==> config.mk <==
export PLATFORM = sky130hd
export DESIGN_NAME = keyseq_unlock
export DESIGN_NICKNAME = d
export VERILOG_FILES = /design/src/rtl/keyseq_pkg.sv /design/src/rtl/keyseq_match.sv /design/src/rtl/keyseq_fsm.sv /design/src/rtl/keyseq_unlock.sv
export SDC_FILE = /design/constraint.sdc
export NUM_CORES = 1
export LEC_CHECK = 0
export ABC_CLOCK_PERIOD_IN_PS = 3930
export BUFFER_PORTS_ARGS = -buffer_cell sky130_fd_sc_hd__buf_2
export CAP_MARGIN = 20
export CORE_UTILIZATION = 39
export CTS_CLUSTER_DIAMETER = 50
export DETAILED_ROUTE_END_ITERATION = 16
export GPL_TIMING_DRIVEN = 0
export HOLD_SLACK_MARGIN = 0.05
export PLACE_DENSITY = 0.88
export SYNTH_ARGS = -nofsm -noshare
export SYNTH_HDL_FRONTEND = slang
export SYNTH_SLANG_ARGS = --single-unit
==> constraint.sdc <==
create_clock -name clk -period 3.93 [get_ports clk]
set_input_delay 0 -clock clk [delete_from_list [all_inputs] [get_ports clk]]
set_output_delay 0 -clock clk [all_outputs]
set_load 0.01 [all_outputs]
==> src/rtl/keyseq_pkg.sv <==
package keyseq_pkg;

    localparam int unsigned KEY_W    = 32;
    localparam int unsigned KEY_CNT  = 3;

    // Keys in the order they must be written; entry 0 is written first.
    localparam logic [KEY_CNT-1:0][KEY_W-1:0] KEY_SET = {
        32'h9608_B2C1,
        32'hA1E3_4F20,
        32'h3A7F_5CA3
    };

    typedef struct packed {
        logic wr;
        logic hit_expected;
        logic hit_first;
    } key_event_t;

endpackage

==> src/rtl/keyseq_match.sv <==
module keyseq_match
    import keyseq_pkg::*;
#(
    parameter int unsigned DATA_W   = KEY_W,
    parameter int unsigned NUM_KEYS = KEY_CNT,
    parameter logic [NUM_KEYS-1:0][DATA_W-1:0] KEYS = KEY_SET,
    localparam int unsigned PW = $clog2(NUM_KEYS + 1)
) (
    input  logic              wr_i,
    input  logic [DATA_W-1:0] wdata_i,
    input  logic [PW-1:0]     progress_i,
    output key_event_t        evt_o
);

    logic [NUM_KEYS-1:0] hit;

    // One comparator per key word.
    for (genvar g = 0; g < NUM_KEYS; g++) begin : g_cmp
        assign hit[g] = (wdata_i == KEYS[g]);
    end

    // Pick the comparator for the step currently expected.
    logic exp_hit;
    always_comb begin
        exp_hit = 1'b0;
        for (int i = 0; i < NUM_KEYS; i++) begin
            if (progress_i == PW'(i)) exp_hit = hit[i];
        end
    end

    assign evt_o.wr           = wr_i;
    assign evt_o.hit_expected = exp_hit;
    assign evt_o.hit_first    = hit[0];

endmodule

==> src/rtl/keyseq_fsm.sv <==
module keyseq_fsm
    import keyseq_pkg::*;
#(
    parameter int unsigned NUM_KEYS = KEY_CNT,
    localparam int unsigned PW = $clog2(NUM_KEYS + 1)
) (
    input  logic          clk,
    input  logic          rst,
    input  key_event_t    evt_i,
    output logic [PW-1:0] progress_o,
    output logic          grant_o
);

    localparam logic [PW-1:0] OPEN_ST = PW'(NUM_KEYS);
    localparam logic [PW-1:0] START   = '0;

    logic [PW-1:0] prog_q, prog_d;
    logic          grant_q;

    always_comb begin
        prog_d = prog_q;
        if (evt_i.wr) begin
            if (prog_q == OPEN_ST) begin
                prog_d = START;             // any write relocks
            end else if (evt_i.hit_expected) begin
                prog_d = prog_q + PW'(1);
            end else if (evt_i.hit_first) begin
                prog_d = PW'(1);            // restart counts as step one
            end else begin
                prog_d = START;
            end
        end
    end

    always_ff @(posedge clk) begin
        if (rst) begin
            prog_q  <= START;
            grant_q <= 1'b0;
        end else begin
            prog_q  <= prog_d;
            grant_q <= (prog_d == OPEN_ST);
        end
    end

    assign progress_o = prog_q;
    assign grant_o    = grant_q;

endmodule

==> src/rtl/keyseq_unlock.sv <==
module keyseq_unlock
    import keyseq_pkg::*;
#(
    parameter int unsigned DATA_W   = KEY_W,
    parameter int unsigned NUM_KEYS = KEY_CNT,
    parameter logic [NUM_KEYS-1:0][DATA_W-1:0] KEYS = KEY_SET
) (
    input  logic              clk,
    input  logic              rst,
    input  logic              key_wr_i,
    input  logic [DATA_W-1:0] key_wdata_i,
    output logic [DATA_W-1:0] key_rdata_o,
    output logic              access_grant_o
);

    localparam int unsigned PW = $clog2(NUM_KEYS + 1);

    key_event_t    evt;
    logic [PW-1:0] progress;

    keyseq_match #(
        .DATA_W   (DATA_W),
        .NUM_KEYS (NUM_KEYS),
        .KEYS     (KEYS)
    ) match_i (
        .wr_i       (key_wr_i),
        .wdata_i    (key_wdata_i),
        .progress_i (progress),
        .evt_o      (evt)
    );

    keyseq_fsm #(
        .NUM_KEYS (NUM_KEYS)
    ) fsm_i (
        .clk        (clk),
        .rst        (rst),
        .evt_i      (evt),
        .progress_o (progress),
        .grant_o    (access_grant_o)
    );

    // Register is write-only: reads never expose the keys or the progress.
    assign key_rdata_o = '0;

endmodule

==> results.json, run 1 <==
{
  "clockRootBuffer": "clkbuf_4",
  "status": "completed",
  "pwr-share-comb": 0.447,
  "crit_type": "flip-flop to flip-flop",
  "clk_pin_slew_ps": 40,
  "cts_buffer_depth": 2,
  "crit_fanout": 4,
  "fmax_mhz": 526.8,
  "hp-class": "primary input to flip-flop",
  "grt.busiest_layer": "met2",
  "yosys-top-cells-count": "buf_4, nand4_1, nor2_1, nor2b_1",
  "synth_area_leaders": "buf_4, dfxtp_1, ha_1",
  "min_period_over_period": 0.4830,
  "gp_congestion": 0.7514,
  "groute.layer.met1.usage": 0.1772,
  "netSwitchingPower_uw": 44.85,
  "drtIter0Drc": 22,
  "skew_ps": 4.552,
  "synth.distinct_cells": 29,
  "grt_pass1_wl_um": 2401,
  "port_buffers": 35,
  "p_sw_frac": 0.2949,
  "post_cts_resized": 0,
  "power_per_cell_area_nw_per_um2": 143.2,
  "power_uw": 152.1,
  "ys_dominant_reg_cell": "dfxtp_1",
  "dp_hpwl_um": 1385,
  "clkPwrFrac": 0.352,
  "rows": 14,
  "seqPwrFrac": 0.201,
  "synth_edf_count": 0,
  "cp-end-kind": "flip-flop",
  "synth_area_um2": 704.4,
  "min_period_ps": 1898,
  "avgSynthCellArea_um2": 7.827,
  "start_kind": "flip-flop",
  "p_int_uw": 107.2,
  "met3_usage": 0,
  "post_cts_buffers": 0,
  "num_vias": 803,
  "hold_viol_final": 0,
  "synth_top_area_cell": "buf_4",
  "grt-ovfl-total": 0,
  "ant_nets": 0,
  "insertion_delay_ps": 230,
  "syn2layout_area_growth_pct": 50.80,
  "gr-usage-met2": 0.3029,
  "nFillCells": 142,
  "place_inst": 180,
  "ir_drop_v": 0.0001253,
  "synth-seq-cells": 3,
  "postSynthCellCount": 90,
  "synth_top_area_frac": 0.3410,
  "hold_buffers": 1,
  "htree_num_levels": 1,
  "drc": 0,
  "arrival_ps": 2030,
  "ys_seq_area_frac": 0.08526,
  "core_area_um2": 1594,
  "routedWlPerCell_um": 8.427,
  "final_cell_count_no_fill": 185,
  "setup_violations": 0,
  "cap_violations": 0,
  "antennaDiodeCount": 0,
  "viasPerCell": 4.341,
  "firstDrtPassIters": 4,
  "die_area_um2": 1980,
  "grtUsageTotal": 0.1520,
  "grt_pass1_vias": 637,
  "io_pins": 68,
  "initial_utilization": 0.4419,
  "cts_tree": "yes",
  "die_w_um": 44.50,
  "grt_max_degree": 5,
  "cts_num_sinks": 3,
  "totalWireLength_um": 1559,
  "fin_nets": 201,
  "tns_ps": 0,
  "synth_most_common_cell": "buf_4",
  "async_reset_ff_frac": 0,
  "antenna_found_initial": 0,
  "leakage_uw": 0.0005752,
  "drv_slew": 0,
  "die_y_um": 44.50,
  "rsz0062_at_grt": "false",
  "cp_data_required_time_ps": 4070,
  "yosysWarnings": 0,
  "cts_made_buffers": 3,
  "layout-drive-gt1-share": 0.4658
}
## area by class of cell
class / count / area [um^2] / share of cell area
tap: 24 / 30.03 / 0.02827
clock buffer: 4 / 26.28 / 0.02473
timing repair buffer: 36 / 185.2 / 0.1743
sequential: 3 / 60.06 / 0.05654
inverter: 4 / 15.01 / 0.01413
buffer: 32 / 240.2 / 0.2261
multi-input combinational: 82 / 505.5 / 0.4759
## per-stage QoR
step | cell area, um^2 | worst slack, ps | util | hold slack [ps]
after global placement | 1026 | 2117 | 0.6436 | 193.0
after floorplan | 820.8 | 2199 | - | 66.25
after CTS | 1062 | 2035 | 0.6664 | 90.72
after detailed placement | 1026 | 2054 | 0.6436 | 205.0
final | 1062 | 2032 | 0.6664 | 99.83
after global routing | 1062 | 1974 | 0.6664 | 104.1
## flip-flops by register name, summed over array words and instances, names as in the netlist
| signal | flops |
|---|---|
| fsm_i.grant_o | 1 |
| fsm_i.progress_o | 2 |
## final timing paths
path | from | endpoint | slack [ps] | cells past startpoint
worst min-delay path | key_wr_i | fsm_i.progress_o[1]$_SDFF_PP0_ | 100 | 3
worst max-delay path | fsm_i.progress_o[1]$_SDFF_PP0_ | fsm_i.grant_o$_SDFF_PP0_ | 2030 | 8
worst min register to register | fsm_i.progress_o[1]$_SDFF_PP0_ | fsm_i.progress_o[1]$_SDFF_PP0_ | 560 | 2
worst max register to register | fsm_i.progress_o[1]$_SDFF_PP0_ | fsm_i.grant_o$_SDFF_PP0_ | 2030 | 8
## logic make-up (layout without fill, tap and decap cells)
family	after synthesis	count (layout)	synth area share
DFF	3	3	0.08526
AOI/OAI and AO/OA	8	8	0.09770
adders and majority gates	4	4	0.07105
and+or+nand+nor	38	38	0.3783
other	1	32	0.005323
buffers and inverters	36	76	0.3623
## cell usage in the layout, fill, tap and decap left out, types with 2 or more instances in the layout
| cell type | n |
|---|---|
| nor4_1 | 4 |
| nor4b_1 | 2 |
| nor3b_1 | 2 |
| ha_1 | 4 |
| dfxtp_1 | 3 |
| conb_1 | 32 |
| nor2_1 | 5 |
| a21oi_1 | 2 |
| nor2b_1 | 5 |
| buf_4 | 32 |
| nand4_1 | 5 |
| buf_2 | 35 |
| clkbuf_4 | 3 |
| nand3b_1 | 2 |
| nor4bb_1 | 4 |
| inv_1 | 4 |
## worst max-delay path: stages (launching register included)
cell      delay [ps]
dfxtp_1          380
inv_1             80
ha_1             190
nor2b_1          140
nand4_1           90
nor4_1            50
a311o_2          370
a31o_2           260
a221oi_2         240
## power by group through the flow
stage / sequential [uW] / clock [uW] / combinational, uW
5_1_grt: 30.5 / 57.5 / 74.4
3_3_place_gp: 31.1 / 0 / 64.5
4_1_cts: 30.6 / 54.0 / 66.6
3_5_place_dp: 31.1 / 0 / 65.6
6_report: 30.6 / 53.5 / 68.0
2_1_floorplan: 31.1 / 0 / 44.8
## layer usage
metal  part of all wire  vias to the layer above
li1                   -                      406
met1               0.40                      341
met2               0.49                       56
met3               0.11                        0
met4                  0                        0
met5                  0                        -
Power figures use the tool's default switching activity.
==> run 2, diff against run 1 <==
--- a/config.mk
+++ b/config.mk
@@ -5,15 +5,15 @@
 export SDC_FILE = /design/constraint.sdc
 export NUM_CORES = 1
 export LEC_CHECK = 0
-export ABC_CLOCK_PERIOD_IN_PS = 3930
+export ABC_CLOCK_PERIOD_IN_PS = 1600
 export BUFFER_PORTS_ARGS = -buffer_cell sky130_fd_sc_hd__buf_2
 export CAP_MARGIN = 20
-export CORE_UTILIZATION = 39
+export CORE_UTILIZATION = 32
 export CTS_CLUSTER_DIAMETER = 50
 export DETAILED_ROUTE_END_ITERATION = 16
 export GPL_TIMING_DRIVEN = 0
 export HOLD_SLACK_MARGIN = 0.05
-export PLACE_DENSITY = 0.88
+export PLACE_DENSITY = 0.78
 export SYNTH_ARGS = -nofsm -noshare
 export SYNTH_HDL_FRONTEND = slang
 export SYNTH_SLANG_ARGS = --single-unit
==> constraint.sdc (replaced) <==
create_clock -name clk -period 1.6 [get_ports clk]
set_input_delay 0 -clock clk [delete_from_list [all_inputs] [get_ports clk]]
set_output_delay 0 -clock clk [all_outputs]
set_load 0.01 [all_outputs]
==> results.json, run 2 (synthesized netlist as in run 1, its figures left out) <==
{
  "critical-path-top-delay-family": "compound AO/OA/AOI/OAI gates",
  "syn2layout_area_growth_pct": 59.50,
  "clockRootBuffer": "clkbuf_4",
  "clkPwrFrac": 0.368,
  "largest_register_ffs": 2,
  "arrival_ps": 1830,
  "worstPathCellList": "inv_1 -> ha_1 -> inv_1 -> nor4_2 -> a41o_1 -> a31oi_1 -> a221oi_2",
  "initial_utilization": 0.3484,
  "min_path_cells": 3,
  "cts_made_buffers": 3,
  "final_common_cell": "buf_2",
  "port_buffers": 35,
  "violations": "setup timing",
  "dp_hpwl_um": 1388,
  "crit_fanout": 4,
  "crit_type": "flip-flop to flip-flop",
  "drv_slew": 0,
  "fin_nets": 202,
  "ir_drop_v": 0.0002073,
  "setup_slack_ps": -71.17,
  "drc": 0,
  "cap_violations": 0,
  "pwr-share-comb": 0.440,
  "cp-end-kind": "flip-flop",
  "die_area_um2": 2393,
  "hp-start": "key_wr_i",
  "firstDrtPassIters": 4,
  "p_sw_frac": 0.3136,
  "antennaDiodeCount": 0,
  "rows": 16,
  "setup_violations": 1,
  "rsz0062_at_grt": "true",
  "num_vias": 794,
  "ant_nets": 0,
  "grt_pass1_vias": 681,
  "cp_data_required_time_ps": 1750,
  "antenna_found_initial": 0,
  "status": "finished with violations",
  "r2r_slack_ps": -70,
  "leakage_uw": 0.0005857,
  "critPathBufInv": 2,
  "start_kind": "flip-flop",
  "slowest_delay_ps": 360,
  "drtIter0Drc": 13,
  "io_pins": 68,
  "grt_pass1_wl_um": 2525,
  "final_cell_count_no_fill": 189,
  "power_per_cell_area_nw_per_um2": 339.9,
  "r2r-end": "fsm_i.grant_o$_SDFF_PP0_",
  "die_y_um": 48.92,
  "place_inst": 183,
  "p_int_uw": 262.2,
  "final_cell_mix": "buf_2, buf_4, conb_1, nor2_1, nand4_1",
  "clk_pin_slew_ps": 40,
  "min_period_over_period": 1.044,
  "netSwitchingPower_uw": 119.8,
  "routedWlPerCell_um": 8.698,
  "place_ws_ps": -176.2,
  "viasPerCell": 4.201,
  "grt-ovfl-total": 0,
  "holdPathEnd": "fsm_i.progress_o[1]$_SDFF_PP0_",
  "nFillCells": 173,
  "gp_congestion": 0.7044,
  "cts_tree": "yes",
  "r2r-start": "fsm_i.progress_o[0]$_SDFF_PP0_",
  "hold_viol_final": 0,
  "die_w_um": 48.92,
  "grtUsageTotal": 0.1314,
  "skew_ps": 2.880,
  "totalWireLength_um": 1644,
  "grt_max_degree": 5,
  "reg2reg_depth": 7,
  "min_period_ps": 1671,
  "hp-class": "primary input to flip-flop",
  "fmax_mhz": 598.4,
  "crit_top_cell": "inv_1",
  "insertion_delay_ps": 240,
  "layout-drive-gt1-share": 0.5185,
  "seqPwrFrac": 0.192,
  "cpMaxStageDelayCell": "dfxtp_4",
  "core_area_um2": 2022,
  "cts_buffer_depth": 2,
  "htree_num_levels": 1,
  "cts_num_sinks": 3
}
==> run 2: worst max path at each step <==
stage                                               from                  endpoint  cells after the start
after global routing      fsm_i.progress_o[0]$_SDFF_PP0_  fsm_i.grant_o$_SDFF_PP0_                      7
after detailed placement                  key_wdata_i[4]  fsm_i.grant_o$_SDFF_PP0_                      7
final                     fsm_i.progress_o[0]$_SDFF_PP0_  fsm_i.grant_o$_SDFF_PP0_                      7
after global placement                    key_wdata_i[4]  fsm_i.grant_o$_SDFF_PP0_                      7
after floorplan           fsm_i.progress_o[1]$_SDFF_PP0_  fsm_i.grant_o$_SDFF_PP0_                      8
after CTS                 fsm_i.progress_o[1]$_SDFF_PP0_  fsm_i.grant_o$_SDFF_PP0_                      8
==> run 2: layout make-up <==
| class | count | area [um^2] | area share |
|---|---|---|---|
| Buffer | 32 | 240.2 | 0.2138 |
| Clock buffer | 4 | 26.28 | 0.02339 |
| Inverter | 4 | 15.01 | 0.01336 |
| Multi-Input combinational cell | 82 | 550.5 | 0.4900 |
| Sequential cell | 3 | 65.06 | 0.05791 |
| Tap cell | 27 | 33.78 | 0.03007 |
| Timing Repair Buffer | 37 | 192.7 | 0.1715 |
==> run 2: worst min-delay path, stage by stage <==
cell	delay, ps
buf_2	130
nand4_2	100
a21oi_2	60
==> run 2: power by group through the flow <==
stage	Clock [uW]	Combinational (uW)	Sequential, uW
after floorplan	0	110	76.3
after global placement	0	160	76.3
after detailed placement	0	162	76.3
after CTS	142	165	75.0
after global routing	154	182	73.3
final	140	168	73.4
==> run 2: per-stage QoR <==
step | hold slack [ps] | area [um^2] | total power (uW) | TNS [ps] | utilization
after CTS | 87.42 | 1111 | 381.6 | -57.31 | 0.5495
after detailed placement | 196.5 | 1050 | 238.6 | -292.5 | 0.5192
after floorplan | 61.65 | 840.8 | 186.3 | -0.3441 | -
after global placement | 190.5 | 1050 | 235.9 | -194.1 | 0.5192
after global routing | 103.5 | 1124 | 409.5 | -175.0 | 0.5557
final | 93.28 | 1124 | 381.9 | -71.17 | 0.5557
==> run 2: repair_timing <==
item                                    in CTS  in global routing
resized for setup                            3                  3
buffers inserted                             1                  0
endpoints found under the hold margin        3                  0
endpoints found under the setup margin       1                  3
hold buffers                                 1                  0
==> run 2: metal layers <==
metal  vias up  routed length [um]  track usage  part of all wire
met4         0                  23      0.09804             0.014
met5         -                   0            0                 0
li1        407                   -            -                 -
met2        51                 840       0.2477              0.51
met3         4                 125      0.02804             0.076
met1       332                 654       0.1227              0.40
